`config.mk`:
```
export PLATFORM = sky130hd
export DESIGN_NAME = irq_level_ctrl
export DESIGN_NICKNAME = d
export VERILOG_FILES = /design/src/rtl/irq_lvl_pkg.sv /design/src/rtl/irq_lvl_regs.sv /design/src/rtl/irq_pend.sv /design/src/rtl/irq_arb.sv /design/src/rtl/irq_level_ctrl.sv
export SDC_FILE = /design/constraint.sdc
export NUM_CORES = 1
export LEC_CHECK = 0
export ABC_AREA = 1
export BUFFER_PORTS_ARGS = -buffer_cell sky130_fd_sc_hd__buf_2
export CAP_MARGIN = 10
export CORE_ASPECT_RATIO = 1.75
export CORE_MARGIN = 3
export CORE_UTILIZATION = 45
export DETAILED_ROUTE_END_ITERATION = 16
export PLACE_DENSITY = 0.72
export SYNTH_ARGS = -nofsm -noshare
export SYNTH_HDL_FRONTEND = slang
export SYNTH_HIERARCHICAL = 1
export SYNTH_SLANG_ARGS = --single-unit
```
`constraint.sdc`:
```
create_clock -name clk -period 10.3 [get_ports clk]
set_clock_uncertainty 0.1 [all_clocks]
set_input_delay 1.03 -clock clk [delete_from_list [all_inputs] [get_ports clk]]
set_output_delay 1.03 -clock clk [all_outputs]
set_load 0.005 [all_outputs]
```
`src/rtl/irq_lvl_pkg.sv`:
```
package irq_lvl_pkg;
  localparam int LVL_W    = 3;
  localparam int REG_W    = 16;
  localparam int LO_FIELD = 0;   // even source level position
  localparam int HI_FIELD = 8;   // odd source level position

  typedef logic [LVL_W-1:0] lvl_t;

  // candidate replaces the current best only on a strictly higher level,
  // so an ascending scan keeps the lowest index on ties
  function automatic logic lvl_beats(lvl_t cand, lvl_t best, logic have);
    return !have || (cand > best);
  endfunction

  // processor-side acceptance model: level 0 is never delivered
  function automatic logic lvl_deliverable(lvl_t lvl, lvl_t thresh);
    return (lvl != '0) && (lvl >= thresh);
  endfunction
endpackage

```
`src/rtl/irq_lvl_regs.sv`:
```
module irq_lvl_regs
  import irq_lvl_pkg::*;
#(
  parameter int N_SRC  = 8,
  parameter int ADDR_W = 4
) (
  input  logic                        clk,
  input  logic                        rst_n,
  input  logic                        reg_wr,
  input  logic [ADDR_W-1:0]           reg_addr,
  input  logic [REG_W-1:0]            reg_wdata,
  output logic [REG_W-1:0]            reg_rdata,
  output logic [N_SRC-1:0]            en_q,
  output logic [N_SRC-1:0]            en_d,
  output lvl_t [N_SRC-1:0]            lvl_q,
  output lvl_t [N_SRC-1:0]            lvl_d
);
  localparam int N_PAIR  = (N_SRC + 1) / 2;
  localparam int EN_ADDR = N_PAIR;

  logic en_hit;
  assign en_hit = reg_wr && (reg_addr == ADDR_W'(EN_ADDR));
  assign en_d   = en_hit ? reg_wdata[N_SRC-1:0] : en_q;

  for (genvar i = 0; i < N_SRC; i++) begin : g_lvl
    logic hit;
    assign hit = reg_wr && (reg_addr == ADDR_W'(i / 2));
    if ((i % 2) == 0) begin : g_even
      assign lvl_d[i] = hit ? reg_wdata[LO_FIELD +: LVL_W] : lvl_q[i];
    end else begin : g_odd
      assign lvl_d[i] = hit ? reg_wdata[HI_FIELD +: LVL_W] : lvl_q[i];
    end
  end

  always_ff @(posedge clk or negedge rst_n) begin
    if (!rst_n) begin
      en_q  <= '0;
      lvl_q <= '0;
    end else begin
      en_q  <= en_d;
      lvl_q <= lvl_d;
    end
  end

  always_comb begin
    reg_rdata = '0;
    for (int p = 0; p < N_PAIR; p++) begin
      if (reg_addr == ADDR_W'(p)) begin
        reg_rdata[LO_FIELD +: LVL_W] = lvl_q[2*p];
        if (2*p + 1 < N_SRC) reg_rdata[HI_FIELD +: LVL_W] = lvl_q[2*p+1];
      end
    end
    if (reg_addr == ADDR_W'(EN_ADDR)) reg_rdata[N_SRC-1:0] = en_q;
  end
endmodule

```
`src/rtl/irq_pend.sv`:
```
module irq_pend #(
  parameter int N_SRC = 8
) (
  input  logic             clk,
  input  logic             rst_n,
  input  logic [N_SRC-1:0] set_in,
  input  logic [N_SRC-1:0] clr_mask,
  output logic [N_SRC-1:0] pend_q,
  output logic [N_SRC-1:0] pend_d
);
  // set has priority over a same-cycle clear
  assign pend_d = set_in | (pend_q & ~clr_mask);

  always_ff @(posedge clk or negedge rst_n) begin
    if (!rst_n) pend_q <= '0;
    else        pend_q <= pend_d;
  end
endmodule

```
`src/rtl/irq_arb.sv`:
```
module irq_arb
  import irq_lvl_pkg::*;
#(
  parameter int N_SRC = 8,
  parameter int VEC_W = 3
) (
  input  logic [N_SRC-1:0] cand,
  input  lvl_t [N_SRC-1:0] lvl,
  output logic             found,
  output logic [VEC_W-1:0] win_vec,
  output lvl_t             win_lvl
);
  always_comb begin
    found   = 1'b0;
    win_vec = '0;
    win_lvl = '0;
    for (int i = 0; i < N_SRC; i++) begin
      if (cand[i] && lvl_beats(lvl[i], win_lvl, found)) begin
        found   = 1'b1;
        win_vec = VEC_W'(i);
        win_lvl = lvl[i];
      end
    end
  end
endmodule

```
`src/rtl/irq_level_ctrl.sv`:
```
module irq_level_ctrl
  import irq_lvl_pkg::*;
#(
  parameter int N_SRC  = 8,
  parameter int ADDR_W = 4,
  parameter int VEC_W  = (N_SRC > 1) ? $clog2(N_SRC) : 1
) (
  input  logic              clk,
  input  logic              rst_n,
  input  logic              reg_wr,
  input  logic [ADDR_W-1:0] reg_addr,
  input  logic [15:0]       reg_wdata,
  output logic [15:0]       reg_rdata,
  input  logic [N_SRC-1:0]  irq_in,
  input  logic [2:0]        cpu_thresh,
  input  logic              irq_ack,
  output logic              irq_req,
  output logic [VEC_W-1:0]  irq_vec,
  output logic [2:0]        irq_lvl
);
  // named internal events
  logic             ack_fire;
  logic [N_SRC-1:0] clr_mask;
  logic [N_SRC-1:0] pend_q_w, pend_d_w;
  logic [N_SRC-1:0] en_q_w, en_d_w;
  lvl_t [N_SRC-1:0] lvl_q_w, lvl_d_w;
  logic [N_SRC-1:0] cand_d;
  logic             arb_found;
  logic [VEC_W-1:0] arb_vec;
  lvl_t             arb_lvl;
  logic             req_d;

  assign ack_fire = irq_ack && irq_req;

  always_comb begin
    clr_mask = '0;
    if (ack_fire) clr_mask[irq_vec] = 1'b1;
  end

  irq_lvl_regs #(.N_SRC(N_SRC), .ADDR_W(ADDR_W)) u_regs (
    .clk(clk), .rst_n(rst_n), .reg_wr(reg_wr), .reg_addr(reg_addr),
    .reg_wdata(reg_wdata), .reg_rdata(reg_rdata),
    .en_q(en_q_w), .en_d(en_d_w), .lvl_q(lvl_q_w), .lvl_d(lvl_d_w)
  );

  irq_pend #(.N_SRC(N_SRC)) u_pend (
    .clk(clk), .rst_n(rst_n), .set_in(irq_in), .clr_mask(clr_mask),
    .pend_q(pend_q_w), .pend_d(pend_d_w)
  );

  // arbitrate over next state so the registered outputs match the state
  assign cand_d = pend_d_w & en_d_w;

  irq_arb #(.N_SRC(N_SRC), .VEC_W(VEC_W)) u_arb (
    .cand(cand_d), .lvl(lvl_d_w),
    .found(arb_found), .win_vec(arb_vec), .win_lvl(arb_lvl)
  );

  assign req_d = arb_found && lvl_deliverable(arb_lvl, cpu_thresh);

  always_ff @(posedge clk or negedge rst_n) begin
    if (!rst_n) begin
      irq_req <= 1'b0;
      irq_vec <= '0;
      irq_lvl <= '0;
    end else begin
      irq_req <= req_d;
      irq_vec <= arb_found ? arb_vec : '0;
      irq_lvl <= arb_found ? arb_lvl : '0;
    end
  end
endmodule

```
==> metrics.txt <==
total congestion overflow=0; hold crit path type=reg2reg; slew margin rel.=about a third; Num Clock Sinks=47; vias=around 3100; CTS clock-pin slew for the worst setup and hold paths=roughly 0.06 ns; Pwr Total=around 0.0014 W; actual slew at the worst max-slew pin=between 1 and 1.5 ns; Ant. Diodes=0; Yosys reg bits=between 40 and 50; die area=around 0.0087 mm2; Ys Warns=6; CTS tree=built; final worst path period need=9.60 ns; syn_area_per_cell=between 7 and 8 um2; Final Hold Vio Count=0; Yosys cell types=32; Final Non-Filler Cells=slightly above 600; post-synth top area share=34.7%; # rows=41; count of hold-fix buffers inserted at cts=0; Max IR drop VDD=about 0.18 mV; outcome=finished clean; synthesis-to-layout area growth=16.9%; maxcap violations=0; CP Launch Type=input port; vias in the first global route=2998; area of the multi-input gates=between 0.0015 and 0.002 mm2; RD Place Congestion=~0.86; initial antenna violation count=0; Layout Nets=between 500 and 600; Top Ports=58; CP max stage cell=or2_2; Period Utilization, post-route=~93%; Max clock buf depth=2; crit-path max cell delay=slightly above 0.3 ns; DR vias/cell=slightly above 5; initial core utilization=between 40% and 50%; DP HPWL=about 6700 um; drt first pass iters=5; Crit Path Class=in2reg; area leader, netlist=dfrtp_1; setup_tns=0 ns; H-tree depth=2; GRT Total Usage=between 15 and 20%; P per Cell Area=around 360 mW/mm2; Crit. End Element=flip-flop; die height=around 120 um; Worst EP required=roughly 10 ns; Synth Instances=468; I/O Buffers=47; largest net degree at the start of global routing=48; Leak=2.22 nW; setup violators final=0; worst-skew pair later-pin latency=0.28 ns; FF/Latch Area=0.00118 mm2; Die Wd=71.6 um; Worst Path Arrival=9.71 ns; fillers=between 700 and 800; Hold WS=approximately 0.37 ns; max-slew violations=0; CTS Buf Count=5; Root Buffer=clkbuf_16; synthesized area=around 0.0034 mm2; # DRC=0; DRT iter0 DRCs=~200; first-pass GRT wire length=about 13000 um; register area share after synthesis=between 30% and 40%; fmax=104 MHz; Final Util=between 50% and 60%; top area cells in the synthesized netlist=dfrtp_1, nand2_1, ha_1; routed wire length=between 8000 and 9000 um; Core Region=roughly 0.0073 mm2; ratio of cells with drive above 1 in the final layout=23.2%; FF-to-FF setup slack=between 1 and 1.5 ns; Max FO, Critical Path=7; Routed Antenna Nets=0; Inst Count DP=about 600; drt wl/cell=around 14 um; Most common cell on crit path=nand2_1
routing by layer:
metal | vias to the layer above | part of all wire (%) | GRT usage, %
li1 | 1580 | - | -
met1 | 1417 | 36 | 21.5
met2 | 88 | 57 | 37.2
met3 | 18 | 3.9 | 2.32
met4 | 0 | 3.1 | 9.29
met5 | - | 0 | 0
power breakdown:
group	switching [W]	internal [W]	total (W)	leakage, nW
Clock	0.0000594	0.0000872	0.000147	0.0628
Sequential	0.0000224	0.000238	0.000261	0.546
Combinational	0.000613	0.000418	0.00103	1.61
Total	0.000694	0.000744	0.00144	2.22
layout make-up:
type                    count  area share [%]
flip-flops and latches     47            29.7
well taps                  86            2.71
clock buffers               6            3.25
inverters                  81            7.67
multi-input cells         333            48.5
repair buffers             59            8.20
worst max-delay path, delay by kind of cell:
family	cells	cell delay (ns)
adder cells (fa/ha/maj)	8	2.05
buffers and inverters	6	0.48
AO/OA/AOI/OAI	15	1.92
AND/OR/NAND/NOR	43	4.25
final timing paths:
check / startpoint / to / cells past startpoint
max in group asynchronous: rst_n / irq_lvl[1] / 1
hold reg to reg: u_pend/pend_q[1] / u_pend/pend_q[1] / 2
setup reg to reg: irq_vec[1] / irq_req / 72
min in group asynchronous: rst_n / u_pend/pend_q[0] / 1
hold / removal: u_pend/pend_q[1] / u_pend/pend_q[1] / 2
setup / recovery: reg_addr[0] / irq_req / 72
kinds of logic after synthesis:
| group | Yosys count | synth area share [%] |
|---|---|---|
| AO/OA/AOI/OAI | 54 | 10.7 |
| adder cells (fa/ha/maj) | 24 | 8.85 |
| buffers and inverters | 92 | 11.9 |
| flip-flops | 47 | 34.7 |
| other | 1 | 0.111 |
| AND/OR/NAND/NOR | 250 | 33.8 |
through the flow:
step | instance area, um2 | setup slack, ns
final | 3970 | 0.701
after global routing | 3970 | -0.0978
after CTS | 3820 | 0.157
after detailed placement | 3690 | -0.0985
after global placement | 3690 | 0.169
after floorplan | 3410 | 1.09
cell usage after synthesis (all sizes together):
library cell    n
a21oi           9
a22o            1
a31oi           1
and2           10
buf            11
conb            1
dfrtp          47
ha             24
inv            81
nand2         152
nand3          51
nand3b          2
nand4           3
nor2           27
o21a            9
o21ai          34
or2             4
or3             1
cell usage in the layout, fill, tap and decap left out:
master | netlist | final
a21oi_2 | 1 | 2
or2_4 | 0 | 1
and2_4 | 1 | 1
ha_4 | 0 | 4
nor2_4 | 4 | 5
nand4_1 | 3 | 3
nand2_2 | 4 | 10
ha_1 | 24 | 20
or3_4 | 1 | 1
clkbuf_1 | 0 | 1
or2_2 | 2 | 1
a21oi_1 | 8 | 7
nor2_8 | 1 | 1
nand3_2 | 2 | 4
clkbuf_16 | 0 | 5
a22o_1 | 1 | 1
o21ai_1 | 6 | 7
o21ai_2 | 16 | 16
o21a_1 | 9 | 9
nor2_2 | 2 | 1
and2_1 | 9 | 9
inv_1 | 76 | 73
nand3b_1 | 2 | 2
buf_4 | 5 | 12
a31oi_1 | 1 | 1
nand2_1 | 146 | 139
nor2_1 | 20 | 20
nand3_1 | 49 | 47
inv_2 | 5 | 8
or2_1 | 2 | 2
conb_1 | 1 | 5
nand2_4 | 2 | 3
o21ai_0 | 12 | 11
dfrtp_1 | 47 | 47
buf_2 | 1 | 47
repair_timing:
action | in CTS | in global routing
hold endpoints to repair | 0 | 0
resized for setup | 0 | 21
setup buffers | 0 | 7
setup endpoints to repair | 0 | 7
registers in the layout, indices dropped and copies added, names as in the netlist:
register       cells
u_regs/lvl_q      24
irq_lvl            3
u_pend/pend_q      8
irq_req            1
u_regs/en_q        8
irq_vec            3
Note: power is estimated with default switching activity, not from simulation.
